[config.mk]
export PLATFORM = sky130hd
export DESIGN_NAME = spi_commit_slave
export DESIGN_NICKNAME = d
export VERILOG_FILES = /design/src/rtl/spi_commit_pkg.sv /design/src/rtl/spi_edge_sync.sv /design/src/rtl/spi_stage_buf.sv /design/src/rtl/spi_frame_rx.sv /design/src/rtl/spi_commit_eng.sv /design/src/rtl/spi_commit_slave.sv
export SDC_FILE = /design/constraint.sdc
export NUM_CORES = 1
export LEC_CHECK = 0
export BUFFER_PORTS_ARGS = -buffer_cell sky130_fd_sc_hd__buf_4
export CAP_MARGIN = 20
export CORE_ASPECT_RATIO = 0.6
export CORE_UTILIZATION = 55
export DETAILED_ROUTE_END_ITERATION = 7
export GPL_ROUTABILITY_DRIVEN = 0
export PLACE_DENSITY = 0.87
export SETUP_SLACK_MARGIN = 0.02
export SLEW_MARGIN = 40
export SYNTH_ARGS = -nofsm -noshare
export SYNTH_HDL_FRONTEND = slang
export SYNTH_SLANG_ARGS = --single-unit
[constraint.sdc]
create_clock -name clk -period 2.5 [get_ports clk]
set_clock_uncertainty 0.2 [all_clocks]
set_input_delay 0.25 -clock clk [delete_from_list [all_inputs] [get_ports clk]]
set_output_delay 0.25 -clock clk [all_outputs]
set_load 0.1 [all_outputs]
[src/rtl/spi_commit_pkg.sv]
package spi_commit_pkg;
  localparam logic [7:0] CMD_WRITE = 8'h12;
  localparam logic [7:0] CMD_READ  = 8'h13;

  typedef enum logic [2:0] {
    PH_CMD,
    PH_ADDR,
    PH_WDATA,
    PH_RDATA,
    PH_SKIP
  } phase_t;
endpackage

[src/rtl/spi_edge_sync.sv]
module spi_edge_sync #(
  parameter int STAGES = 2,
  parameter bit RST_VAL = 1'b0
) (
  input  logic clk,
  input  logic rst_n,
  input  logic d,
  output logic rise,
  output logic fall
);
  logic [STAGES-1:0] chain;
  logic              prev;

  always_ff @(posedge clk or negedge rst_n) begin
    if (!rst_n) begin
      chain <= {STAGES{RST_VAL}};
      prev  <= RST_VAL;
    end else begin
      chain <= {chain[STAGES-2:0], d};
      prev  <= chain[STAGES-1];
    end
  end

  assign rise = chain[STAGES-1] & ~prev;
  assign fall = ~chain[STAGES-1] & prev;
endmodule

[src/rtl/spi_stage_buf.sv]
module spi_stage_buf #(
  parameter int DEPTH = 8,
  parameter int W = 8,
  localparam int IDXW = $clog2(DEPTH)
) (
  input  logic            clk,
  input  logic            rst_n,
  input  logic            we,
  input  logic [IDXW-1:0] widx,
  input  logic [W-1:0]    din,
  input  logic [IDXW-1:0] ridx,
  output logic [W-1:0]    dout
);
  logic [W-1:0] slot [DEPTH];

  for (genvar e = 0; e < DEPTH; e++) begin : g_slot
    logic [W-1:0] q;
    always_ff @(posedge clk or negedge rst_n) begin
      if (!rst_n)                          q <= '0;
      else if (we && widx == IDXW'(e))     q <= din;
    end
    assign slot[e] = q;
  end

  assign dout = slot[ridx];
endmodule

[src/rtl/spi_frame_rx.sv]
module spi_frame_rx
  import spi_commit_pkg::*;
#(
  parameter int ADDR_W = 8,
  parameter int DEPTH = 8,
  localparam int IDXW = $clog2(DEPTH),
  localparam int CNTW = $clog2(DEPTH + 1)
) (
  input  logic              clk,
  input  logic              rst_n,
  input  logic              cs_fall,
  input  logic              cs_rise,
  input  logic              sck_rise,
  input  logic              sck_fall,
  input  logic              si_bit,
  input  logic              busy,
  input  logic [7:0]        rd_data,
  output logic              active,
  output logic              so_bit,
  output logic              stage_we,
  output logic [IDXW-1:0]   stage_idx,
  output logic [7:0]        stage_din,
  output logic              commit_go,
  output logic [ADDR_W-1:0] commit_base,
  output logic [CNTW-1:0]   commit_cnt,
  output logic [ADDR_W-1:0] rd_addr
);
  phase_t            phase;
  logic [2:0]        bitcnt;
  logic [6:0]        sh;
  logic [7:0]        obyte;
  logic              is_wr;
  logic              load_pend;
  logic              so_q;
  logic [ADDR_W-1:0] ptr;
  logic [IDXW-1:0]   sidx;
  logic [CNTW-1:0]   wcount;
  logic [7:0]        nxt;
  logic              byte_done;

  assign nxt       = {sh, si_bit};
  assign byte_done = active && sck_rise && (bitcnt == 3'd7);

  assign stage_we    = byte_done && (phase == PH_WDATA);
  assign stage_idx   = sidx;
  assign stage_din   = nxt;
  assign commit_go   = cs_rise && active && (phase == PH_WDATA) &&
                       (bitcnt == 3'd0) && (wcount != '0);
  assign commit_base = ptr;
  assign commit_cnt  = wcount;
  assign rd_addr     = ptr;
  assign so_bit      = so_q;

  always_ff @(posedge clk or negedge rst_n) begin
    if (!rst_n) begin
      active    <= 1'b0;
      phase     <= PH_CMD;
      bitcnt    <= '0;
      sh        <= '0;
      obyte     <= '0;
      is_wr     <= 1'b0;
      load_pend <= 1'b0;
      so_q      <= 1'b0;
      ptr       <= '0;
      sidx      <= '0;
      wcount    <= '0;
    end else begin
      load_pend <= 1'b0;
      if (load_pend) begin
        obyte <= rd_data;
        ptr   <= ptr + 1'b1;
      end
      if (cs_rise) begin
        active <= 1'b0;
        phase  <= PH_CMD;
        bitcnt <= '0;
      end else if (cs_fall && !busy) begin
        active <= 1'b1;
        phase  <= PH_CMD;
        bitcnt <= '0;
        sidx   <= '0;
        wcount <= '0;
      end else if (active && sck_rise) begin
        bitcnt <= bitcnt + 3'd1;
        sh     <= nxt[6:0];
        if (bitcnt == 3'd7) begin
          unique case (phase)
            PH_CMD: begin
              if (nxt == CMD_WRITE) begin
                phase <= PH_ADDR;
                is_wr <= 1'b1;
              end else if (nxt == CMD_READ) begin
                phase <= PH_ADDR;
                is_wr <= 1'b0;
              end else begin
                phase <= PH_SKIP;
              end
            end
            PH_ADDR: begin
              ptr <= ADDR_W'(nxt);
              if (is_wr) begin
                phase <= PH_WDATA;
              end else begin
                phase     <= PH_RDATA;
                load_pend <= 1'b1;
              end
            end
            PH_WDATA: begin
              sidx <= (sidx == IDXW'(DEPTH - 1)) ? '0 : sidx + 1'b1;
              if (wcount != CNTW'(DEPTH)) wcount <= wcount + 1'b1;
            end
            PH_RDATA: load_pend <= 1'b1;
            default: ;
          endcase
        end
      end
      if (active && sck_fall && phase == PH_RDATA)
        so_q <= obyte[3'd7 - bitcnt];
    end
  end
endmodule

[src/rtl/spi_commit_eng.sv]
module spi_commit_eng #(
  parameter int ADDR_W = 8,
  parameter int DEPTH = 8,
  parameter int PROG_CYCLES = 16,
  localparam int IDXW = $clog2(DEPTH),
  localparam int CNTW = $clog2(DEPTH + 1),
  localparam int TW = $clog2(PROG_CYCLES + 1)
) (
  input  logic              clk,
  input  logic              rst_n,
  input  logic              start,
  input  logic [ADDR_W-1:0] base,
  input  logic [CNTW-1:0]   cnt,
  input  logic [7:0]        stage_dout,
  input  logic              wr_ready,
  output logic [IDXW-1:0]   stage_ridx,
  output logic              busy,
  output logic              wr_valid,
  output logic [ADDR_W-1:0] wr_addr,
  output logic [7:0]        wr_data
);
  logic [TW-1:0]     tmr;
  logic [CNTW-1:0]   idx;
  logic [CNTW-1:0]   cnt_q;
  logic [ADDR_W-1:0] base_q;
  logic              drained;

  assign drained    = (idx == cnt_q);
  assign wr_valid   = busy && (idx < cnt_q);
  assign wr_addr    = base_q + ADDR_W'(idx);
  assign wr_data    = stage_dout;
  assign stage_ridx = idx[IDXW-1:0];

  always_ff @(posedge clk or negedge rst_n) begin
    if (!rst_n) begin
      busy   <= 1'b0;
      tmr    <= '0;
      idx    <= '0;
      cnt_q  <= '0;
      base_q <= '0;
    end else if (start && !busy) begin
      busy   <= 1'b1;
      tmr    <= TW'(1);
      idx    <= '0;
      cnt_q  <= cnt;
      base_q <= base;
    end else if (busy) begin
      if (tmr != TW'(PROG_CYCLES)) tmr <= tmr + 1'b1;
      if (wr_valid && wr_ready)    idx <= idx + 1'b1;
      if (tmr == TW'(PROG_CYCLES) && drained) busy <= 1'b0;
    end
  end
endmodule

[src/rtl/spi_commit_slave.sv]
module spi_commit_slave #(
  parameter int ADDR_W = 8,
  parameter int STAGE_DEPTH = 8,
  parameter int PROG_CYCLES = 16,
  parameter int SYNC_STAGES = 2
) (
  input  logic              clk,
  input  logic              rst_n,
  input  logic              cs_n,
  input  logic              sck,
  input  logic              si,
  output logic              so,
  output logic              so_oe,
  output logic              busy,
  output logic              st_wr_valid,
  input  logic              st_wr_ready,
  output logic [ADDR_W-1:0] st_wr_addr,
  output logic [7:0]        st_wr_data,
  output logic [ADDR_W-1:0] st_rd_addr,
  input  logic [7:0]        st_rd_data
);
  localparam int IDXW = $clog2(STAGE_DEPTH);
  localparam int CNTW = $clog2(STAGE_DEPTH + 1);

  logic cs_rise, cs_fall, sck_rise, sck_fall;
  logic [SYNC_STAGES-1:0] si_chain;
  logic active, stage_we, commit_go;
  logic [IDXW-1:0] stage_widx, stage_ridx;
  logic [7:0] stage_din, stage_dout;
  logic [ADDR_W-1:0] commit_base;
  logic [CNTW-1:0] commit_cnt;

  // Chip select resets to "low" so a selection already present at reset shows no fall.
  spi_edge_sync #(.STAGES(SYNC_STAGES), .RST_VAL(1'b0)) u_cs_sync (
    .clk(clk), .rst_n(rst_n), .d(cs_n), .rise(cs_rise), .fall(cs_fall));

  spi_edge_sync #(.STAGES(SYNC_STAGES), .RST_VAL(1'b0)) u_sck_sync (
    .clk(clk), .rst_n(rst_n), .d(sck), .rise(sck_rise), .fall(sck_fall));

  always_ff @(posedge clk or negedge rst_n) begin
    if (!rst_n) si_chain <= '0;
    else        si_chain <= {si_chain[SYNC_STAGES-2:0], si};
  end

  spi_frame_rx #(.ADDR_W(ADDR_W), .DEPTH(STAGE_DEPTH)) u_rx (
    .clk(clk), .rst_n(rst_n),
    .cs_fall(cs_fall), .cs_rise(cs_rise),
    .sck_rise(sck_rise), .sck_fall(sck_fall),
    .si_bit(si_chain[SYNC_STAGES-1]), .busy(busy),
    .rd_data(st_rd_data), .active(active), .so_bit(so),
    .stage_we(stage_we), .stage_idx(stage_widx), .stage_din(stage_din),
    .commit_go(commit_go), .commit_base(commit_base), .commit_cnt(commit_cnt),
    .rd_addr(st_rd_addr));

  spi_stage_buf #(.DEPTH(STAGE_DEPTH), .W(8)) u_stage (
    .clk(clk), .rst_n(rst_n), .we(stage_we), .widx(stage_widx),
    .din(stage_din), .ridx(stage_ridx), .dout(stage_dout));

  spi_commit_eng #(.ADDR_W(ADDR_W), .DEPTH(STAGE_DEPTH), .PROG_CYCLES(PROG_CYCLES)) u_eng (
    .clk(clk), .rst_n(rst_n), .start(commit_go), .base(commit_base),
    .cnt(commit_cnt), .stage_dout(stage_dout), .wr_ready(st_wr_ready),
    .stage_ridx(stage_ridx), .busy(busy), .wr_valid(st_wr_valid),
    .wr_addr(st_wr_addr), .wr_data(st_wr_data));

  assign so_oe = active;
endmodule

==> impl_metrics.py <==
metrics = {
    "layout": {
        "fill_cells": 784,
        "area_growth_pct": 21.9,
        "drive_gt1_share_pct": 38.4,
        "multi_input_area_um2": 3060,
        "seq_area_um2": 3360,
        "final_nets": 624,
        "utilization_pct": 69.2,
        "diodes": 0,
    },
    "setup_path": {
        "crit_slowest_cell": "dfrtp_1",
        "path_cells": "ha_2 > inv_2 > fa_2 > nor2b_2 > o21ai_2 > a21oi_2 > xor2_4 > buf_12",
        "cpPeakStageDelay_ns": 0.37,
        "crit_arrival_ns": 2.21,
        "path_max_fanout": 3,
        "cp_num_cells": 8,
        "critical_path.top_delay_family": "adder cells",
        "required_ns": 2.05,
        "rrSetupSlack_ns": 0.18,
        "startpoint_type": "flip-flop",
        "r2r_cells": 7,
        "crit_buf_inv": 2,
        "setup.worst_path.class": "reg2out",
        "endpoint_kind": "output pin",
    },
    "sta": {
        "setup_viol": 13,
        "worstMarginPinSlew_ns": 0.677,
        "rsz0062_at_grt": "yes",
        "setup_ws_ns": -0.158,
        "finalCritPeriodShare_pct": 106,
        "maxSlewViolCount": 0,
        "finalSetupTns_ns": -1.07,
        "relSlewSlack_pct": 54.8,
        "max_freq_mhz": 376,
        "fin_crit_ns": 2.66,
        "hold_viol": 0,
    },
    "pwr": {
        "p_int_mw": 3.59,
        "switching_power_mw": 1.12,
        "p_clk_share_pct": 45.5,
        "seqPwrFrac_pct": 50.4,
        "combPwrFrac_pct": 4.1,
        "powerDensity_nw_per_um2": 598,
        "power_leakage_nw": 3.80,
        "swShare_pct": 23.7,
        "vdd_drop_max_mv": 0.522,
    },
    "cts": {
        "ctsHtreeMaxLevel": 4,
        "clk_pin_slew_worst_paths_ns": 0.05,
        "clk-insertion-delay-late_ns": 0.42,
        "cts.sinks": 134,
        "cts.root.buffer_cell": "clkbuf_16",
        "cts_max_path_buffers": 2,
        "cts_buffers": 17,
        "cts_tree": "done",
    },
    "logic_synthesis": {
        "synth-edff-count": 0,
        "yosysWarningCount": 0,
        "synthesis.nets": 553,
        "synth-seq-area-share_pct": 51.9,
        "synth_flop_cell": "dfrtp_1",
        "synth_seq_cells": 134,
        "synth_area_um2": 6460,
        "synthArstFlopShare_pct": 100,
        "synth_cell_types": 52,
        "synth_cells": 515,
        "syn_area_per_cell_um2": 12.5,
    },
    "floorplan": {
        "dieHeight_um": 85.9,
        "start_util_pct": 56.8,
        "core_area_um2": 11400,
        "fp-row-count": 30,
        "chipWidth_um": 142,
        "pin_count": 42,
        "die_area_um2": 12200,
    },
    "place": {
        "io_buffers": 41,
        "dpl.hpwl_um": 9620,
    },
    "run": {
        "maxCapViolations": 0,
    },
    "drt": {
        "wl_um": 14200,
        "drtAntennaViolNets": 0,
        "vias_per_cell": 5.73,
        "firstDrtPassIters": 5,
        "routed-via-count": 4319,
        "first_iter_violations": 252,
        "wire_per_inst_um": 18.9,
        "drc": 0,
    },
    "global_route": {
        "grt.total_usage_pct": 26.2,
        "grt_pass1_vias": 4578,
        "grt_first_pass_wirelength_um": 23600,
        "grt.overflow.total": 0,
        "grt_max_degree": 51,
        "grt_antenna_before_repair": 0,
    },
    "run_status": {
        "outcome": "complete, but fails checks",
        "failed_checks": "setup timing",
    },
    "hold_path": {
        "hold_path.class": "in2reg",
        "holdPathStages": 4,
    },
}
-- sequential cells by signal, indices dropped and copies added (netlist names) --
| register | cells |
|---|---|
| u_rx.obyte | 8 |
| u_eng.busy | 1 |
| u_rx.phase | 3 |
| si_chain | 2 |
| u_cs_sync.chain | 2 |
| u_rx.commit_cnt | 4 |
| u_rx.stage_idx | 3 |
| u_rx.bitcnt | 3 |
| u_cs_sync.prev | 1 |
| u_rx.active | 1 |
| u_eng.idx | 4 |
| u_eng.cnt_q | 4 |
| u_stage.g_slot.q | 64 |
| u_rx.so_bit | 1 |
| u_rx.commit_base | 8 |
| u_sck_sync.chain | 2 |
| u_eng.tmr | 5 |
| u_rx.sh | 7 |
| u_rx.is_wr | 1 |
| u_sck_sync.prev | 1 |
| u_eng.base_q | 8 |
| u_rx.load_pend | 1 |
-- power by group through the flow --
stage	Sequential, mW	Combinational (mW)	Clock (mW)
floorplan	2.30	0.155	0
global placement	2.39	0.172	0
detailed placement	2.40	0.181	0
CTS	2.37	0.197	2.18
global route	2.39	0.213	2.28
finish	2.37	0.194	2.14
-- cells in the final DEF (no fill, tap or decap), drive strengths merged, types with 3 or more instances in the layout --
master         n
a21oi         18
and3           3
and4b          3
buf           64
clkbuf        21
clkinv         5
dfrtp        134
dlygate4sd3   12
ha            23
inv           23
mux2          89
mux2i          3
mux4          18
nand2         48
nand3          8
nand3b         3
nand4          8
nand4b         3
nor2          28
nor2b          4
nor3           4
o21ai         17
o31ai          3
or3            3
or3b           4
xnor2         10
xor2           8
-- path summary, 6_finish.rpt --
kind | startpoint | end
setup / recovery | u_eng.idx[0]$_DFFE_PN0P_ | st_wr_addr[6]
hold / removal | st_wr_ready | u_eng.idx[2]$_DFFE_PN0P_
setup reg to reg | u_rx.bitcnt[1]$_DFFE_PN0P_ | u_stage.g_slot[2].q[6]$_DFFE_PN0P_
hold reg to reg | u_sck_sync.chain[0]$_DFF_PN0_ | u_sck_sync.chain[1]$_DFF_PN0_
max in group asynchronous | rst_n | u_stage.g_slot[7].q[3]$_DFFE_PN0P_
min in group asynchronous | rst_n | u_eng.idx[3]$_DFFE_PN0P_
-- cell families after synthesis --
family | Yosys count | share of synthesized area [%]
flip-flops | 134 | 51.9
AND/OR/NAND/NOR | 131 | 11.0
multiplexers | 110 | 22.3
AO/OA/AOI/OAI | 51 | 4.65
buffers and inverters | 47 | 2.96
adder cells (fa/ha/maj) | 24 | 4.77
XOR/XNOR | 18 | 2.44
-- repair_timing --
item,4_1_cts,5_1_grt
gates resized for setup,16,8
endpoints found under the hold margin,58,0
pin swaps,3,2
hold buffers,12,0
setup buffers,2,1
setup endpoints to repair,13,23
-- metrics by stage --
| stage | power [mW] | setup slack (ns) | cell area (µm²) | instances | hold WS (ns) |
|---|---|---|---|---|---|
| after floorplan | 2.46 | -0.0851 | 6590 | 515 | -0.246 |
| after global placement | 2.56 | 0.130 | 7140 | 712 | 0.125 |
| after detailed placement | 2.58 | 0.0805 | 7140 | 712 | 0.140 |
| after CTS | 4.74 | -0.179 | 7830 | 753 | 0.0388 |
| after global routing | 4.88 | -0.231 | 7870 | 754 | 0.0519 |
| final | 4.70 | -0.158 | 7870 | 754 | 0.0534 |
-- cells in the mapped netlist, types with 2 or more instances --
master | instances | area [µm²]
and3_1 | 3 | 18.8
nand3b_1 | 3 | 22.5
a31oi_1 | 2 | 12.5
dfrtp_1 | 134 | 3350
nor3_1 | 3 | 15.0
a211oi_1 | 2 | 15.0
and4b_1 | 3 | 30.0
xor2_1 | 8 | 70.1
or3b_2 | 3 | 26.3
nand2_1 | 44 | 165
a21oi_1 | 18 | 90.1
buf_2 | 3 | 15.0
mux4_2 | 18 | 405
nand3_1 | 8 | 40.0
nand2b_1 | 2 | 12.5
nor2b_1 | 4 | 25.0
ha_1 | 23 | 288
nor4bb_1 | 2 | 20.0
o31ai_1 | 3 | 22.5
nor2_1 | 27 | 101
buf_1 | 4 | 15.0
nand2_4 | 3 | 33.8
or4_1 | 2 | 15.0
nand4b_1 | 3 | 26.3
o21ai_0 | 17 | 85.1
nand4_1 | 8 | 50.1
mux2i_1 | 3 | 30.0
or3_1 | 3 | 18.8
clkbuf_1 | 14 | 52.6
mux2_2 | 88 | 991
buf_4 | 3 | 22.5
inv_1 | 23 | 86.3
xnor2_1 | 10 | 87.6
o21a_1 | 2 | 15.0
nor4_1 | 2 | 12.5
-- routing by layer --
| layer | vias up | share of wire [%] | GRT usage (%) |
|---|---|---|---|
| li1 | 1972 | - | - |
| met1 | 2191 | 47 | 35.9 |
| met2 | 134 | 46 | 40.8 |
| met3 | 22 | 5.2 | 6.76 |
| met4 | 0 | 1.6 | 9.19 |
| met5 | - | 0 | 0 |
-- worst reg2reg max path: stages, from the launching register on --
cell	delay (ns)
dfrtp_1	0.44
ha_1	0.19
ha_1	0.19
nand4b_1	0.17
buf_4	0.20
nor3_4	0.28
nand2_4	0.18
mux2_1	0.35
-- cell type report --
| type | instances | share of cell area (%) |
|---|---|---|
| Inverter | 23 | 1.10 |
| Timing Repair Buffer | 76 | 8.57 |
| Clock buffer | 21 | 5.85 |
| Clock inverter | 6 | 0.413 |
| Multi-Input combinational cell | 334 | 38.9 |
| Sequential cell | 134 | 42.7 |
| Tap cell | 160 | 2.54 |
No activity file was read; power rests on OpenSTA's default activity.
